==> config.mk <==
export PLATFORM = sky130hd
export DESIGN_NAME = bcd_alarm_match
export DESIGN_NICKNAME = d
export VERILOG_FILES = /design/src/rtl/bcd_alarm_pkg.sv /design/src/rtl/alarm_field_slot.sv /design/src/rtl/alarm_flag_ctrl.sv /design/src/rtl/bcd_alarm_match.sv
export SDC_FILE = /design/constraint.sdc
export NUM_CORES = 1
export LEC_CHECK = 0
export CAP_MARGIN = 15
export CORE_ASPECT_RATIO = 1.5
export CORE_MARGIN = 5
export CORE_UTILIZATION = 40
export DETAILED_ROUTE_END_ITERATION = 8
export GPL_ROUTABILITY_DRIVEN = 0
export HOLD_SLACK_MARGIN = 0.05
export MAX_ROUTING_LAYER = met4
export PLACE_DENSITY = 0.63
export SYNTH_ARGS = -nofsm -noshare
export SYNTH_HDL_FRONTEND = slang
export SYNTH_HIERARCHICAL = 1
export SYNTH_SLANG_ARGS = --single-unit
==> constraint.sdc <==
create_clock -name clk_i -period 1.85 [get_ports clk_i]
set_input_delay 0.185 -clock clk_i [delete_from_list [all_inputs] [get_ports clk_i]]
set_output_delay 0.185 -clock clk_i [all_outputs]
set_load 0.02 [all_outputs]
==> src/rtl/bcd_alarm_pkg.sv <==
package bcd_alarm_pkg;
  localparam int unsigned NUM_FIELDS = 6;
  localparam int unsigned CTRL_ADDR  = 6;
  localparam int unsigned FLAG_BIT   = 0;
  localparam int unsigned IE_BIT     = 3;
  localparam int unsigned CTRL_W     = 8;
endpackage

==> src/rtl/alarm_field_slot.sv <==
module alarm_field_slot #(
  parameter int unsigned FIELD_W = 7
) (
  input  logic               clk_i,
  input  logic               rst_ni,
  input  logic               wr_i,
  input  logic [FIELD_W:0]   wdata_i,
  input  logic [FIELD_W-1:0] now_i,
  output logic [FIELD_W:0]   reg_o,
  output logic               en_o,
  output logic               ok_o
);
  logic [FIELD_W:0] val_q;

  always_ff @(posedge clk_i or negedge rst_ni) begin
    if (!rst_ni)   val_q <= '0;
    else if (wr_i) val_q <= wdata_i;
  end

  assign reg_o = val_q;
  assign en_o  = val_q[FIELD_W];
  // disabled field never blocks the match
  assign ok_o  = !val_q[FIELD_W] || (val_q[FIELD_W-1:0] == now_i);

  p_hold_without_write_r2: assert property (@(posedge clk_i) disable iff (!rst_ni)
    !wr_i |=> $stable(val_q));
  p_disabled_field_ok_r3: assert property (@(posedge clk_i) disable iff (!rst_ni)
    !reg_o[FIELD_W] |-> ok_o);
endmodule

==> src/rtl/alarm_flag_ctrl.sv <==
module alarm_flag_ctrl
  import bcd_alarm_pkg::*;
(
  input  logic              clk_i,
  input  logic              rst_ni,
  input  logic              ctrl_wr_i,
  input  logic [CTRL_W-1:0] ctrl_wdata_i,
  input  logic              set_i,
  output logic              flag_o,
  output logic              ie_o,
  output logic              irq_o
);
  logic flag_q, ie_q;
  logic sw_clr;

  assign sw_clr = ctrl_wr_i && !ctrl_wdata_i[FLAG_BIT];

  always_ff @(posedge clk_i or negedge rst_ni) begin
    if (!rst_ni) begin
      flag_q <= 1'b0;
      ie_q   <= 1'b0;
    end else begin
      // hardware set wins over a same-edge software clear
      if (set_i)       flag_q <= 1'b1;
      else if (sw_clr) flag_q <= 1'b0;
      if (ctrl_wr_i)   ie_q   <= ctrl_wdata_i[IE_BIT];
    end
  end

  assign flag_o = flag_q;
  assign ie_o   = ie_q;
  assign irq_o  = flag_q & ie_q;

  p_set_lands_r4: assert property (@(posedge clk_i) disable iff (!rst_ni)
    set_i |=> flag_q);
  p_flag_sticky_r6: assert property (@(posedge clk_i) disable iff (!rst_ni)
    (flag_q && !sw_clr) |=> flag_q);
  p_fall_needs_clear_r6: assert property (@(posedge clk_i) disable iff (!rst_ni)
    $fell(flag_q) |-> $past(sw_clr));
  p_rise_needs_set_r6: assert property (@(posedge clk_i) disable iff (!rst_ni)
    $rose(flag_q) |-> $past(set_i));
  p_irq_gated_r7: assert property (@(posedge clk_i) disable iff (!rst_ni)
    irq_o |-> (flag_o && ie_o));
endmodule

==> src/rtl/bcd_alarm_match.sv <==
module bcd_alarm_match
  import bcd_alarm_pkg::*;
#(
  parameter int unsigned FIELD_W = 7,
  localparam int unsigned REG_W  = FIELD_W + 1,
  localparam int unsigned ADDR_W = $clog2(NUM_FIELDS + 2),
  localparam int unsigned TIME_W = NUM_FIELDS * FIELD_W
) (
  input  logic              clk_i,
  input  logic              rst_ni,
  input  logic              wr_en_i,
  input  logic [ADDR_W-1:0] wr_addr_i,
  input  logic [REG_W-1:0]  wr_data_i,
  input  logic [ADDR_W-1:0] rd_addr_i,
  output logic [REG_W-1:0]  rd_data_o,
  input  logic              tick_i,
  input  logic [TIME_W-1:0] now_time_i,
  output logic              alarm_flag_o,
  output logic              alarm_irq_o
);
  logic [NUM_FIELDS-1:0] en_vec, ok_vec;
  logic [REG_W-1:0]      field_q [NUM_FIELDS];
  logic                  match, ie;

  for (genvar k = 0; k < NUM_FIELDS; k++) begin : g_field
    alarm_field_slot #(.FIELD_W(FIELD_W)) u_slot (
      .clk_i   (clk_i),
      .rst_ni  (rst_ni),
      .wr_i    (wr_en_i && (wr_addr_i == ADDR_W'(k))),
      .wdata_i (wr_data_i),
      .now_i   (now_time_i[k*FIELD_W +: FIELD_W]),
      .reg_o   (field_q[k]),
      .en_o    (en_vec[k]),
      .ok_o    (ok_vec[k])
    );
  end

  // an empty mask must not match
  assign match = (&ok_vec) && (|en_vec);

  alarm_flag_ctrl u_ctrl (
    .clk_i        (clk_i),
    .rst_ni       (rst_ni),
    .ctrl_wr_i    (wr_en_i && (wr_addr_i == ADDR_W'(CTRL_ADDR))),
    .ctrl_wdata_i (CTRL_W'(wr_data_i)),
    .set_i        (tick_i && match),
    .flag_o       (alarm_flag_o),
    .ie_o         (ie),
    .irq_o        (alarm_irq_o)
  );

  always_comb begin
    rd_data_o = '0;
    if (int'(rd_addr_i) < NUM_FIELDS) begin
      rd_data_o = field_q[rd_addr_i];
    end else if (rd_addr_i == ADDR_W'(CTRL_ADDR)) begin
      rd_data_o[FLAG_BIT] = alarm_flag_o;
      rd_data_o[IE_BIT]   = ie;
    end
  end

  p_tick_only_r4: assert property (@(posedge clk_i) disable iff (!rst_ni)
    !tick_i |=> !$rose(alarm_flag_o));
  p_none_enabled_r5: assert property (@(posedge clk_i) disable iff (!rst_ni)
    (en_vec == '0) |=> !$rose(alarm_flag_o));
  p_irq_follows_r7: assert property (@(posedge clk_i) disable iff (!rst_ni)
    (alarm_flag_o && ie) |-> alarm_irq_o);
endmodule

# --- Yosys cells after proc, flatten, opt, wreduce, memory -nomap -nowiden ---
# Cells that the tools add are included.
op_classes:
  mux: 11
  n_eq_ne: 13
  n_bitwise: 2
  n_reduce_logical: 27
  order_cmp: 2
ops:
  columns: ["cell", "n"]
  rows:
  - ["7-bit == test", 6]
  - ["8-bit binary-select mux with 3-bit select", 1]
  - ["8-bit 2-to-1 mux", 2]
  - ["3-bit == test, second input constant", 4]
  - ["1-bit logical AND", 10]
  - ["1-bit logical NOT", 7]
  - ["3-bit by 2-bit == test with 1-bit output, second input constant", 2]
  - ["1-bit logical OR", 6]
  - ["1-bit 2-to-1 mux", 6]
  - ["6-bit AND reduction", 1]
  - ["6-bit OR reduction", 1]
  - ["4-bit >= comparator, second input constant", 1]
  - ["4-bit 2-to-1 mux", 1]
  - ["3-bit NOT with 4-bit output", 1]
  - ["3-bit by 1-bit == test with 1-bit output, second input constant", 1]
  - ["3-bit logical NOT", 1]
  - ["3-bit less-than comparator, second input constant", 1]
  - ["2-bit 2-to-1 mux", 1]
  - ["2-bit nonzero test", 1]
  - ["1-bit AND", 1]
word_totals:
  elab_cells: 63
  ff_bits: 50
  out_inout_bits: 10
  in_bits: 60

# --- Depth between registers and ports, before layout ---
# Gate-level depths: netlist (run 1).
logic_depth:
  word_depth: 6
  mapped_depth: 6
  mapped_depth_nobuf: 6

# --- Cells and area by module ---
# The synthesis (run 1) kept the hierarchy.
modules_own_cells:
  columns: ["mod", "cells_per_inst", "instances", "area_per_inst_um2", "seq_area_each_um2"]
  rows:
  - ["alarm_field_slot", 27, 6, 386.6, 200.2]
  - ["bcd_alarm_match", 72, 1, 594.3, 0.0]
  - ["alarm_flag_ctrl", 6, 1, 85.1, 50.0]

# --- Least setup slack after synthesis (run 1) ---
# OpenSTA, ideal clock, no wires.
synth_path:
  path_kind: "register -> output"
  start: "reg g_field[2].u_slot.val_q[3]"
  end: "out rd_data_o[3]"
  path_stages_with_launch: 4
  path_slack_ns: 0.421
  t_arrival_ns: 1.244
  cell_sequence: "dfrtp_1 > mux2i_1 > or2_1 > a311oi_1"
synth_between:
  elab_chain_len: 4
synth_lines:
  columns: ["element", "line_no", "source"]
  rows:
  - ["start, declared", "alarm_field_slot.sv:13", "logic [FIELD_W:0] val_q;"]
  - ["start signal, assigned", "alarm_field_slot.sv:17", "else if (wr_i) val_q <= wdata_i;"]
  - ["8-bit binary-select mux with 3-bit select", "bcd_alarm_match.sv:55", "rd_data_o = field_q[rd_addr_i];"]
  - ["8-bit 2-to-1 mux (not written as such) (2 in a row)", "bcd_alarm_match.sv:55", null]
  - ["1-bit 2-to-1 mux", "bcd_alarm_match.sv:54", "if (int'(rd_addr_i) < NUM_FIELDS) begin"]
  - ["end, declared", "bcd_alarm_match.sv:15", "output logic [REG_W-1:0] rd_data_o,"]
# No other way between the ends. The select of a mux whose other input is x is not followed.

# --- Worst setup path after layout (run 1) ---
layout_path:
  start: "reg g_field[0].u_slot.val_q[0]"
  end: "out rd_data_o[0]"
layout_between:
  elab_chain_len: 4
layout_lines:
  columns: ["element", "line_no"]
  rows:
  - ["start, declared", "alarm_field_slot.sv:13"]
  - ["start signal, assigned", "alarm_field_slot.sv:17"]
  - ["8-bit binary-select mux with 3-bit select", "bcd_alarm_match.sv:55"]
  - ["8-bit 2-to-1 mux (not written as such) (2 in a row)", "bcd_alarm_match.sv:55"]
  - ["1-bit 2-to-1 mux", "bcd_alarm_match.sv:54"]
# No other way between the ends. The select of a mux whose other input is x is not followed.

==> reports/qor.yml, run 1 <==
status:
  status: "completed"
floorplan:
  die_h_um: 116
  start_util_pct: 41.2
  ioPinCount: 70
  die_w_um: 80.7
  dieArea_um2: 9370
  fp-row-count: 38
  core_um2: 7270
min_path:
  hold_class: "in -> async"
timing:
  rsz0062_at_grt: "false"
  worstMarginPinSlew_ns: 0.525
  relSlewSlack_pct: 65.0
  skew_ns: 0.00959
  period_share_pct: 96.2
  slew_viol_final: 0
  fin_hold_ws_ns: 0.398
  max_freq_mhz: 562
  setup_viol: 0
  period_minus_slack_ns: 1.78
  tns_ns: 0
  hold_viol_final: 0
  fin_ws_ns: 0.0699
route:
  dr.pass1.iters: 4
  wl_per_cell_um: 17.9
  drc_errors: 0
  finalWirelength_um: 7630
  ant_nets: 0
  drt_iter0_drc: 57
  vias_per_cell: 5.07
  via_count: 2153
clocking:
  clk_pin_slew_ns: 0.09
  cts_tree: "yes"
  htreeDepth: 2
  clock_path_buffers: 2
  root_buffer: "clkbuf_8"
  cts_inserted_buffers: 5
  numClockSinks: 50
  insertion_delay_ns: 0.30
yosys:
  ys.flop_type: "dfrtp_1"
  ys_types: 37
  avgSynthCellArea_um2: 12.5
  synth-edff-count: 0
  yosysSeqAreaShare_pct: 41.7
  synth_top_family_by_area: "multiplexers"
  synth_compound_area_share_pct: 8.80
  ys_warn_count: 6
  muxShareOfSynthArea_pct: 25.7
  synth.most_common_cell: "dfrtp_1"
  synth.area.top_cells: "dfrtp_1, mux2_2, xnor2_1, mux2i_1, xor2_1"
  syn_nets: 300
  synthCells: 240
  synth-simple-area-share_pct: 6.42
  syn_area_um2: 3000
  synth-xor-area-share_pct: 12.3
  synth-seq-cells: 50
  synth_top_area_share_pct: 41.7
  synthArstFlopShare_pct: 100
  synth_common_cells: "dfrtp_1, mux2_2, xnor2_1"
  yosys.area.top_type: "dfrtp_1"
  synthAdderAreaFrac_pct: 0
critical_path:
  critPathArrivalTime_ns: 1.60
  path_max_fanout: 3
  start_kind: "register"
  cp-end-kind: "output port"
  reg2reg_slack_ns: 0.29
  timing.rr.end: "u_ctrl/flag_o$_DFFE_PN0P_"
  crit_slowest_cell: "dfrtp_1"
  ff2ff_path_depth: 6
  crit_required_ns: 1.66
  max_stage_delay_ns: 0.42
  crit_type: "reg -> out"
  critical_path.cell_chain: "nor2b_1 -> a2111oi_2 -> a221oi_2 -> clkdlybuf4s15_1"
  rr_startpoint: "g_field[4].u_slot/reg_o[6]$_DFFE_PN0P_"
cells_and_area:
  layout-drive-gt1-share_pct: 32.9
  ff_latch_area_um2: 1250
  final_nets: 384
  multi_input_area_um2: 1640
  num_antenna_cells: 0
  fillCellCount: 678
  syn_to_final_growth_pct: 36.1
global_route:
  grt_max_degree: 30
  first_global_vias: 2307
  antenna_found_initial: 0
  grt_usage_pct: 17.4
  grt_first_pass_wirelength_um: 11700
  overflow: 0
pwr:
  leakage_uw: 0.00167
  peakVddDrop_mv: 0.536
  power.density_nw_per_um2: 840
  finalPower_uw: 3430
place:
  dp_hpwl_um: 6000
  place_ws_ns: -0.428
  port-buffer-count: 69
job:
  drv_cap: 0
[kinds of logic after synthesis]
group | after synthesis
mux | 70
simple gates | 33
buf+inv | 20
xor+xnor | 42
compound gates | 25
flops | 50
[worst max-delay path by stage]
stage	startpoint	cells after the start	slack, ns	to
5_1_grt	g_field[0].u_slot/reg_o[0]$_DFFE_PN0P_	4	0.01	rd_data_o[0]
4_1_cts	rd_addr_i[2]	6	0.02	rd_data_o[7]
6_report	g_field[0].u_slot/reg_o[0]$_DFFE_PN0P_	4	0.07	rd_data_o[0]
2_1_floorplan	g_field[2].u_slot/reg_o[3]$_DFFE_PN0P_	3	0.42	rd_data_o[3]
3_3_place_gp	rd_addr_i[2]	6	-0.42	rd_data_o[3]
3_5_place_dp	rd_addr_i[2]	6	-0.43	rd_data_o[3]
[report_power, final]
part	internal, uW	switching [uW]
clock	302	341
sequential	1340	261
combinational	713	471
[per-layer routing]
metal	wire length, um	global-route usage (%)	share of wire, %	vias to the layer above
li1	-	-	-	1036
met1	2780	17.6	36	1059
met2	4410	33.4	58	48
met3	269	2.64	3.5	10
met4	161	5.64	2.1	0
met5	0	-	0	-
[cell usage in the layout (no fill, tap or decap), types with 2 or more instances in the layout]
cell and instances:
buf_12 4, buf_2 4, buf_4 19, clkbuf_8 6, clkdlybuf4s15_2 4, clkdlybuf4s50_1 57
dfrtp_1 50, dlygate4sd2_1 2, inv_1 2, mux2_2 49, mux2_4 2, mux2i_1 17
nand2_1 3, nand2b_1 4, nand4_1 7, nor2_1 5, nor2b_1 2, nor3_1 4
o21ai_0 4, o32a_1 5, o41ai_2 6, xnor2_1 24, xor2_1 18
[critical path, delay by kind of cell (launching register included)]
family | cells | cell delay, ns
AOI/OAI and AO/OA | 2 | 0.43
buffers and inverters | 1 | 0.30
DFF | 1 | 0.42
and+or+nand+nor | 1 | 0.15
[cell type report]
type,instances,area share [%]
clock inverters,1,0.123
inverters,2,0.184
well taps,100,3.07
multi-input cells,170,40.2
flip-flops and latches,50,30.7
repair buffers,95,23.7
clock buffers,7,2.12
[repair_timing]
item | CTS | global route
gates resized for setup | 37 | 6
endpoints found under the setup margin | 8 | 7
hold buffers | 1 | 0
endpoints found under the hold margin | 21 | 0
gates cloned | 1 | 1
pin swaps | 0 | 0
setup buffers | 3 | 1
[sequential cells by signal, indices dropped and copies added (netlist names)]
register / count
u_ctrl/flag_o: 1
u_ctrl/ie_o: 1
g_field.u_slot/reg_o: 48
[metrics by stage]
stage,util (%),std cells,cell area (um^2)
global route,56.1,425,4080
CTS,55.5,423,4040
global placement,52.9,410,3850
floorplan,-,240,3000
finish,56.1,425,4080
detailed placement,52.9,410,3850
Power figures use the tool's default switching activity.
==> run 2, diff against run 1 <==
--- a/config.mk
+++ b/config.mk
@@ -9,12 +9,12 @@
 export CORE_ASPECT_RATIO = 1.5
 export CORE_MARGIN = 5
 export CORE_UTILIZATION = 40
+export CTS_CLUSTER_SIZE = 24
 export DETAILED_ROUTE_END_ITERATION = 8
 export GPL_ROUTABILITY_DRIVEN = 0
 export HOLD_SLACK_MARGIN = 0.05
 export MAX_ROUTING_LAYER = met4
-export PLACE_DENSITY = 0.63
+export PLACE_DENSITY = 0.64
 export SYNTH_ARGS = -nofsm -noshare
 export SYNTH_HDL_FRONTEND = slang
-export SYNTH_HIERARCHICAL = 1
 export SYNTH_SLANG_ARGS = --single-unit
==> reports/qor.yml, run 2 <==
yosys:
  synth_top_area_share_pct: 44.5  # +2.8 points
  ys.flop_type: "dfrtp_1"
  synthArstFlopShare_pct: 100  # unchanged
  avgSynthCellArea_um2: 13.0  # +4.1%
  synth.most_common_cell: "dfrtp_1"
  yosysSeqAreaShare_pct: 44.5  # +2.8 points
  synth.area.top_cells: "dfrtp_1, mux2_2, xor2_1, mux4_2, xnor2_1"
  synth-seq-cells: 50  # unchanged
  ys_warn_count: 0  # -6
  syn_nets: 276  # -8.0%
  syn_area_um2: 2810  # -6.3%
  ys_types: 24  # -35%
  synth_common_cells: "dfrtp_1, mux2_2, xor2_1"
  synthCells: 216  # -10%
  synth-edff-count: 0  # unchanged
  yosys.area.top_type: "dfrtp_1"
timing:
  slew_viol_final: 0  # unchanged
  tns_ns: 0  # unchanged
  hold_viol_final: 0  # unchanged
  period_minus_slack_ns: 1.79  # +0.0115 ns
  rsz0062_at_grt: "false"
  setup_viol: 0  # unchanged
  period_share_pct: 96.8  # +0.62 points
  relSlewSlack_pct: 71.9  # +7.0 points
  skew_ns: 0.00836  # -0.00122 ns
  worstMarginPinSlew_ns: 0.421  # -0.104 ns
  max_freq_mhz: 558  # -0.64%
clocking:
  insertion_delay_ns: 0.30  # about the same
  numClockSinks: 50  # unchanged
  root_buffer: "clkbuf_8"
  htreeDepth: 2  # unchanged
  clock_path_buffers: 2  # unchanged
  cts_inserted_buffers: 5  # unchanged
  cts_tree: "yes"
  clk_pin_slew_ns: 0.09  # about the same
place:
  placed_cell_area_um2: 3810  # -0.98%
  dp_hpwl_um: 6250  # +4.2%
  port-buffer-count: 69  # unchanged
  place_inst: 380  # -7.3%
global_route:
  grt_first_pass_wirelength_um: 12600  # +7.4%
  first_global_vias: 2374  # +2.9%
  grt_max_degree: 26  # -13%
  overflow: 0  # unchanged
  grt_usage_pct: 19.2  # +1.8 points
  antenna_found_initial: 0  # unchanged
route:
  dr.pass1.iters: 4  # unchanged
  ant_nets: 0  # unchanged
  drt_iter0_drc: 105  # +84%
  finalWirelength_um: 7880  # +3.3%
  via_count: 2134  # -0.88%
  wl_per_cell_um: 19.5  # +8.7%
  drc_errors: 0  # unchanged
  vias_per_cell: 5.28  # +4.3%
cells_and_area:
  final_util_pct: 58.9  # +2.8 points
  final_nets: 385  # +0.26%
  stdcell_count: 404  # -4.9%
  largest_reg_flops: 48  # unchanged
  syn_to_final_growth_pct: 43.7
  mostFrequentLayoutCell: "clkdlybuf4s50_1"
  layout_common_cells: "clkdlybuf4s50_1, dfrtp_1, mux2_2, buf_4, xor2_1"
  layout-drive-gt1-share_pct: 35.9  # +3.0 points
  num_antenna_cells: 0  # unchanged
  finalInstanceArea_um2: 4040  # -1.1%
critical_path:
  startpoint: "g_field[3].u_slot.reg_o[1]$_DFFE_PN0P_"
  start_kind: "register"
  crit_required_ns: 1.66  # about the same
  rr_startpoint: "g_field[0].u_slot.reg_o[2]$_DFFE_PN0P_"
  crit_type: "reg -> out"
  ff2ff_path_depth: 6  # unchanged
  path_max_fanout: 3  # unchanged
  critPathArrivalTime_ns: 1.61  # about the same
  cp-end-kind: "output port"
floorplan:
  core_um2: 6850  # -5.8%
  start_util_pct: 41.0  # -0.23 points
  dieArea_um2: 8830  # -5.7%
  fp-row-count: 37  # -2.6%
  ioPinCount: 70  # unchanged
  die_h_um: 113  # -2.9%
  die_w_um: 78.4  # -2.8%
pwr:
  leakage_uw: 0.00170  # +1.5%
  peakVddDrop_mv: 0.544  # +1.6%
  power.density_nw_per_um2: 864  # +2.8%
min_path:
  hold_class: "in -> async"
status:
  status: "completed"
job:
  drv_cap: 0  # unchanged
## run 2: cell types whose count changed after synthesis, sizes merged, moves of 4 or more
| cell | previous run | this run |
|---|---|---|
| nand2b | 6 | 1 |
| mux2i | 19 | 8 |
| nand2 | 3 | 12 |
| o21ai | 5 | 9 |
| mux4 | 0 | 8 |
| xnor2 | 24 | 20 |
| buf | 18 | 4 |
| o32a | 5 | 0 |
| xor2 | 18 | 22 |
## run 2: cell type report
type                            count  area [um^2]
Multi-Input combinational cell    159         1530
Clock inverter                      2         12.5
Fill cell                         594         2810
Clock buffer                        6         82.6
Timing Repair Buffer              107         1060
Tap cell                           78         97.6
Sequential cell                    50         1250
Inverter                            2         7.51
## run 2: repair_timing
action                                 4_1_cts  5_1_grt
cloned                                       1        0
setup endpoints to repair                    8        7
resized for setup                           34        7
buffers inserted                             1       13
endpoints found under the hold margin       16        0
hold buffers                                 1        0
## run 2: where the power goes
group	internal [uW]	switching (uW)
Sequential	1340	247
Combinational	752	487
Clock	301	361
## run 2: per-stage QoR
stage | setup WS (ns) | hold WS (ns) | power [uW]
after global placement | -0.391 | 0.140 | 2760
after CTS | 0.00667 | 0.351 | 3450
after global routing | 0.000923 | 0.361 | 3690
after detailed placement | -0.429 | 0.137 | 2780
final | 0.0585 | 0.342 | 3490
after floorplan | 0.382 | -0.111 | 2220
## run 2: per-layer routing
metal / up-vias / track usage, % / wire [um]
met5: - / - / 0
met4: 0 / 6.65 / 209
met3: 17 / 3.77 / 377
met2: 61 / 33.0 / 4140
met1: 1047 / 22.3 / 3150
li1: 1009 / - / -
## run 2: final timing paths
| path | slack [ns] | endpoint |
|---|---|---|
| worst max-delay path | 0.06 | rd_data_o[1] |
| worst min-delay path | 0.34 | g_field[5].u_slot.reg_o[1]$_DFFE_PN0P_ |
| worst max register to register | 0.13 | u_ctrl.flag_o$_DFFE_PN0P_ |
| worst min register to register | 0.56 | g_field[0].u_slot.reg_o[5]$_DFFE_PN0P_ |
| max in group asynchronous | 1.01 | g_field[3].u_slot.reg_o[2]$_DFFE_PN0P_ |
| min in group clk_i | 0.46 | u_ctrl.flag_o$_DFFE_PN0P_ |
## run 2: logic make-up after synthesis
group,synth area share (%)
mux,28.9
xor+xnor,13.1
flops,44.5
buf+inv,1.11
compound gates,4.28
simple gates,8.06
## run 2: critical path: stages, from the launching register on
cell	delay, ns
dfrtp_1	0.42
mux4_2	0.47
nand2_1	0.07
o21ai_0	0.09
clkdlybuf4s15_2	0.26
